===== config.mk =====
export PLATFORM = sky130hd
export DESIGN_NAME = txev_log
export DESIGN_NICKNAME = d
export VERILOG_FILES = /design/src/rtl/txev_pkg.sv /design/src/rtl/txev_tstamp.sv /design/src/rtl/txev_capture.sv /design/src/rtl/txev_fifo.sv /design/src/rtl/txev_status.sv /design/src/rtl/txev_log.sv
export SDC_FILE = /design/constraint.sdc
export NUM_CORES = 1
export LEC_CHECK = 0
export ABC_AREA = 0
export CORE_AREA = 8 8 416 418
export DETAILED_ROUTE_END_ITERATION = 7
export DIE_AREA = 0 0 424 426
export DONT_BUFFER_PORTS = 1
export GPL_TIMING_DRIVEN = 0
export SKIP_LAST_GASP = 1
export SLEW_MARGIN = 20
export SYNTH_ARGS = -nofsm -noshare
export SYNTH_HDL_FRONTEND = slang
export SYNTH_SLANG_ARGS = --single-unit

===== constraint.sdc =====
create_clock -name clk -period 12.8 [get_ports clk]
set_input_delay 2.56 -clock clk [delete_from_list [all_inputs] [get_ports clk]]
set_output_delay 2.56 -clock clk [all_outputs]
set_load 0.01 [all_outputs]

===== src/rtl/txev_pkg.sv =====
package txev_pkg;
  localparam int ID_W  = 29;
  localparam int DLC_W = 4;
  localparam int TS_W  = 16;

  typedef enum logic [1:0] {
    EV_NONE      = 2'b00,
    EV_TX        = 2'b01,
    EV_TX_NORETX = 2'b10
  } ev_kind_e;

  typedef struct packed {
    logic [ID_W-1:0]  id;
    logic [DLC_W-1:0] dlc;
    logic [TS_W-1:0]  ts;
    ev_kind_e         kind;
  } ev_entry_t;
endpackage


===== src/rtl/txev_tstamp.sv =====
module txev_tstamp #(
  parameter int TS_W = 16
) (
  input  logic            clk,
  input  logic            rst_n,
  output logic [TS_W-1:0] ts
);
  always_ff @(posedge clk) begin
    if (!rst_n) ts <= '0;
    else        ts <= ts + 1'b1;
  end

  AST_TS_STEP: assert property (@(posedge clk) disable iff (!rst_n)
    $past(rst_n) |-> ts == TS_W'($past(ts) + 1'b1));
endmodule


===== src/rtl/txev_capture.sv =====
module txev_capture
  import txev_pkg::*;
(
  input  logic             clk,
  input  logic             rst_n,
  input  logic             srv_valid,
  input  logic             srv_log_en,
  input  logic             srv_cancel,
  input  logic             srv_noretx,
  input  logic [ID_W-1:0]  srv_id,
  input  logic [DLC_W-1:0] srv_dlc,
  input  logic [TS_W-1:0]  ts,
  output logic             wr_vld,
  output ev_entry_t        wr_entry
);
  logic take;
  assign take = srv_valid && srv_log_en && !srv_cancel;

  always_ff @(posedge clk) begin
    if (!rst_n) wr_vld <= 1'b0;
    else        wr_vld <= take;
  end

  always_ff @(posedge clk) begin
    if (take) begin
      wr_entry.id   <= srv_id;
      wr_entry.dlc  <= srv_dlc;
      wr_entry.ts   <= ts;
      wr_entry.kind <= srv_noretx ? EV_TX_NORETX : EV_TX;
    end
  end

  AST_CANCEL_SILENT: assert property (@(posedge clk) disable iff (!rst_n)
    (srv_valid && srv_cancel) |=> !wr_vld);
endmodule


===== src/rtl/txev_fifo.sv =====
module txev_fifo
  import txev_pkg::*;
#(
  parameter int DEPTH = 32,
  parameter int LVL_W = $clog2(DEPTH + 1)
) (
  input  logic             clk,
  input  logic             rst_n,
  input  logic             push,
  input  ev_entry_t        push_entry,
  output logic             rd_valid,
  input  logic             rd_ready,
  output ev_entry_t        rd_entry,
  output logic [LVL_W-1:0] level,
  output logic             full,
  output logic             empty,
  output logic             dropped
);
  localparam int AW = (DEPTH > 1) ? $clog2(DEPTH) : 1;
  localparam logic [AW-1:0]    LAST = AW'(DEPTH - 1);
  localparam logic [LVL_W-1:0] CAP  = LVL_W'(DEPTH);

  ev_entry_t     mem [DEPTH];
  logic [AW-1:0] wr_ptr, rd_ptr;
  logic          do_push, do_pop;

  assign full     = (level == CAP);
  assign empty    = (level == '0);
  assign rd_valid = !empty;
  assign rd_entry = mem[rd_ptr];
  assign do_pop   = rd_valid && rd_ready;
  assign do_push  = push && !full;
  assign dropped  = push && full;

  always_ff @(posedge clk) begin
    if (do_push) mem[wr_ptr] <= push_entry;
  end

  always_ff @(posedge clk) begin
    if (!rst_n) begin
      wr_ptr <= '0;
      rd_ptr <= '0;
      level  <= '0;
    end else begin
      if (do_push) wr_ptr <= (wr_ptr == LAST) ? '0 : wr_ptr + 1'b1;
      if (do_pop)  rd_ptr <= (rd_ptr == LAST) ? '0 : rd_ptr + 1'b1;
      case ({do_push, do_pop})
        2'b10:   level <= level + 1'b1;
        2'b01:   level <= level - 1'b1;
        default: level <= level;
      endcase
    end
  end

  AST_LEVEL_BOUND: assert property (@(posedge clk) disable iff (!rst_n)
    level <= CAP);
  AST_NO_OVERFLOW: assert property (@(posedge clk) disable iff (!rst_n)
    (push && full) |=> level <= $past(level));
  AST_STABLE_HEAD: assert property (@(posedge clk) disable iff (!rst_n)
    (rd_valid && !rd_ready) |=> rd_valid && $stable(rd_entry));
  AST_PUSH_POP_HOLD: assert property (@(posedge clk) disable iff (!rst_n)
    (push && !full && rd_valid && rd_ready) |=> $stable(level));
endmodule


===== src/rtl/txev_status.sv =====
module txev_status #(
  parameter int LVL_W = 6
) (
  input  logic             clk,
  input  logic             rst_n,
  input  logic             dropped,
  input  logic             ovf_clr,
  input  logic [LVL_W-1:0] level,
  input  logic [LVL_W-1:0] wm_thresh,
  input  logic             wm_irq_en,
  output logic             wm_irq,
  output logic             ovf_flag
);
  always_ff @(posedge clk) begin
    if (!rst_n)       ovf_flag <= 1'b0;
    else if (dropped) ovf_flag <= 1'b1;
    else if (ovf_clr) ovf_flag <= 1'b0;
  end

  assign wm_irq = wm_irq_en && (level >= wm_thresh);

  AST_OVF_STICKY: assert property (@(posedge clk) disable iff (!rst_n)
    (ovf_flag && !ovf_clr) |=> ovf_flag);
  AST_OVF_SET: assert property (@(posedge clk) disable iff (!rst_n)
    dropped |=> ovf_flag);
endmodule


===== src/rtl/txev_log.sv =====
module txev_log
  import txev_pkg::*;
#(
  parameter int DEPTH = 32
) (
  input  logic                         clk,
  input  logic                         rst_n,
  input  logic                         srv_valid,
  input  logic                         srv_log_en,
  input  logic                         srv_cancel,
  input  logic                         srv_noretx,
  input  logic [28:0]                  srv_id,
  input  logic [3:0]                   srv_dlc,
  output logic                         ev_valid,
  input  logic                         ev_ready,
  output logic [28:0]                  ev_id,
  output logic [3:0]                   ev_dlc,
  output logic [15:0]                  ev_ts,
  output logic [1:0]                   ev_kind,
  output logic [$clog2(DEPTH+1)-1:0]   fill_level,
  output logic                         fifo_full,
  output logic                         fifo_empty,
  input  logic [$clog2(DEPTH+1)-1:0]   wm_thresh,
  input  logic                         wm_irq_en,
  output logic                         wm_irq,
  output logic                         ovf_flag,
  input  logic                         ovf_clr
);
  localparam int LVL_W = $clog2(DEPTH + 1);

  logic [TS_W-1:0] ts_now;
  logic            cap_vld;
  ev_entry_t       cap_entry;
  ev_entry_t       head;
  logic            dropped;

  txev_tstamp #(.TS_W(TS_W)) u_ts (
    .clk(clk), .rst_n(rst_n), .ts(ts_now)
  );

  txev_capture u_cap (
    .clk(clk), .rst_n(rst_n),
    .srv_valid(srv_valid), .srv_log_en(srv_log_en),
    .srv_cancel(srv_cancel), .srv_noretx(srv_noretx),
    .srv_id(srv_id), .srv_dlc(srv_dlc), .ts(ts_now),
    .wr_vld(cap_vld), .wr_entry(cap_entry)
  );

  txev_fifo #(.DEPTH(DEPTH), .LVL_W(LVL_W)) u_fifo (
    .clk(clk), .rst_n(rst_n),
    .push(cap_vld), .push_entry(cap_entry),
    .rd_valid(ev_valid), .rd_ready(ev_ready), .rd_entry(head),
    .level(fill_level), .full(fifo_full), .empty(fifo_empty),
    .dropped(dropped)
  );

  txev_status #(.LVL_W(LVL_W)) u_stat (
    .clk(clk), .rst_n(rst_n), .dropped(dropped), .ovf_clr(ovf_clr),
    .level(fill_level), .wm_thresh(wm_thresh), .wm_irq_en(wm_irq_en),
    .wm_irq(wm_irq), .ovf_flag(ovf_flag)
  );

  assign ev_id   = head.id;
  assign ev_dlc  = head.dlc;
  assign ev_ts   = head.ts;
  assign ev_kind = head.kind;

  AST_NO_EARLY_STATUS: assert property (@(posedge clk) disable iff (!rst_n)
    (srv_valid && !cap_vld && !(ev_valid && ev_ready)) |=> $stable(fill_level));
  AST_VALID_MATCH: assert property (@(posedge clk) disable iff (!rst_n)
    ev_valid == (fill_level != '0));
endmodule


==> flow_metrics.tcl <==
set metrics [dict create \
    outcome "finished clean" \
    antenna_found_initial 7 \
    tightest_slew_ns 1.121 \
    synth_cells 3324 \
    fmax_ghz 0.1365 \
    wirelength_mm 166.5 \
    cap_violations 0 \
    portBuffers 0 \
    cts_resized 0 \
    worstRegToRegCells 7 \
    finalHoldViolCount 0 \
    synth.most_common_cell "edfxtp_1" \
    grt_pass1_vias 33670 \
    r2r_start "u_fifo.level[1]" \
    cp_max_fo 10 \
    synth_edf_count 1683 \
    grt_first_pass_wirelength_mm 238.7 \
    grt_max_degree 33 \
    min_to "u_ts.ts[0]" \
    slew_viol_final 0 \
    die_x_microns 424 \
    die_h_microns 426 \
    yosysTopAreaCell "edfxtp_1" \
    drive_gt1_frac 0.2095 \
    holdPathStages 1 \
    syn_area_per_cell_sq_um 19.84 \
    met1_usage 0.2390 \
    min_from "u_ts.ts[0]" \
    clock_sinks 1722 \
    gr-total-overflow 0 \
    synthTopCellsByCount "edfxtp_1, mux4_2, mux2_2" \
    antenna_left 0 \
    htreeDepth 4 \
    irDropWorstVdd_mv 0.1479 \
    cts_tree "yes" \
    min_period_ns 7.327 \
    drc 0 \
    seq_area_frac_synth 0.7780 \
    cts_setup_buffers 0 \
    reg2reg_slack_ns 8.95 \
    utilization 0.4615 \
    synth_seq_cells 1722 \
    use_met2 0.3005 \
    grt_setup_unrepaired "no" \
    io_pins 110 \
    timing.final.crit_share 0.5724 \
    insertion_delay_ns 0.81 \
    gp_congestion 0.7574 \
    critical_path_class "reg2out" \
    cp-start-kind "register" \
    cp.required_ns 10.24 \
    async_flop_share 0 \
    cts_hold_buf 0 \
    end_kind "output pin" \
    post_dp_cell_area_sq_mm 0.07100 \
    grt_busiest_layer "met2" \
    vias 33180 \
    wl_per_cell_microns 27.95 \
    leakagePower_nw 23.52 \
    rr_endpoint "u_fifo.mem[6][34]" \
    final_area_sq_mm 0.07674 \
    vias_per_cell 5.569 \
    cp.arrival_ns 4.77 \
    yosys_most_used_dff "edfxtp_1" \
    area_delta_synth_final_pct 16.34 \
    whs_ns 0.4580 \
    nNetsFinal 3667 \
    gr-usage-all-layers 0.1811 \
    drt_iter0_drc 2792 \
    setup_viol 0 \
    ys_warn_count 0 \
    dieArea_sq_mm 0.1806 \
    hold_class "reg2reg" \
    synthTopCellsByArea "edfxtp_1, mux4_2, mux2_2, mux2_1, a22o_1" \
    report.power.total_mw 12.88 \
    use_met3 0.03824 \
    synthesis.nets 3389 \
    cts_buffer_depth 3 \
    fin_setup_tns_ns 0 \
    synthDistinctLibCells 50 \
    cts_buffers 174 \
    finClkSkew_ns 0.02239 \
    row_count 150 \
    p_per_area_mw_per_mm2 167.8 \
    dpl.hpwl_mm 112.2 \
    core_area_sq_mm 0.1663 \
    maxSlewHeadroom 0.2524 \
    cts_root_buf "clkbuf_16" \
    synth.top_cell.area_share 0.7662 \
    initial_utilization 0.3967 \
    clkTransAtPathRegs_ns 0.06 \
    first_pass_iters 7 \
    synth.cell_area_sq_mm 0.06596 \
]
-- state kept, by name, indices dropped and copies added (netlist names), named ones only --
register and count:
u_cap.wr_entry 51, u_cap.wr_vld 1, u_fifo.level 6, u_fifo.mem 1632
u_fifo.rd_ptr 5, u_fifo.wr_ptr 5, u_stat.ovf_flag 1, u_ts.ts 16
-- metal layers --
metal / vias to the layer above / wire length, microns
li1: 14290 / -
met1: 17460 / 68800
met2: 1180 / 81500
met3: 253 / 11330
met4: 0 / 4907
met5: - / 0
-- final cells by class --
| class | count | area (sq um) |
|---|---|---|
| antenna | 7 | 17.52 |
| buffer | 190 | 829.5 |
| clock buffer | 225 | 4618 |
| clock inverter | 96 | 918.4 |
| fill | 13890 | 89540 |
| inverter | 19 | 71.32 |
| multi-input combinational | 1393 | 14010 |
| sequential | 1722 | 51320 |
| tap | 2204 | 2758 |
| timing repair buffer | 102 | 2201 |
-- how the worst max path moves through the flow --
stage | from | end
final | register | ev_id[0]
after global routing | register | ev_ts[15]
after CTS | register | ev_ts[15]
after detailed placement | register | ev_ts[15]
after global placement | u_fifo.level[1] | u_fifo.mem[31][33]
after floorplan | wm_thresh[0] | wm_irq
-- where the power goes --
group          internal, mW  total, mW  switching, mW
Sequential             6.19       6.26         0.0689
Clock                  2.85       4.96           2.11
Combinational         0.664       1.66          0.995
-- per-stage QoR --
stage | worst slack, ns | std cells
after floorplan | 6.869 | 3324
after global placement | 4.783 | 5528
after detailed placement | 6.314 | 5619
after CTS | 5.411 | 5940
after global routing | 5.369 | 5953
final | 5.473 | 5958
-- cell families (layout without fill, tap and decap cells) --
| kind of cell | count (synthesis) | in the layout | share of synthesized area |
|---|---|---|---|
| adders and majority gates | 17 | 17 | 0.003225 |
| and+or+nand+nor | 402 | 402 | 0.03431 |
| other | 0 | 7 | 0 |
| AOI/OAI and AO/OA | 441 | 441 | 0.04579 |
| DFF | 1722 | 1722 | 0.7780 |
| muxes | 518 | 518 | 0.1231 |
| buffers and inverters | 209 | 632 | 0.01356 |
| xor gates and xnor gates | 15 | 15 | 0.001992 |
-- critical path, cell delays in order, from the launching register on --
cell      delay, ns
dfxtp_1        0.48
buf_2          0.38
buf_2          0.48
buf_1          0.85
clkbuf_1       0.64
a211oi_1       0.16
nor3_1         0.65
or4_1          0.32
-- cells in the final DEF, fill, tap and decap left out, types with 19 or more instances in the layout --
cell and n:
a211oi_1 102, nand2_1 20, buf_16 30, clkbuf_1 167, clkinv_1 38, inv_1 19, edfxtp_1 1683, or4_1 52
clkinv_2 29, a22o_1 102, mux2_1 139, nor3_1 110, nor2b_1 104, mux4_2 204, dfxtp_1 39, nor2_4 33
nor2_1 24, mux2_2 167, buf_1 36, buf_12 61, o22ai_1 102, clkbuf_16 176, o21ai_0 109
No activity file was read; power rests on OpenSTA's default activity.
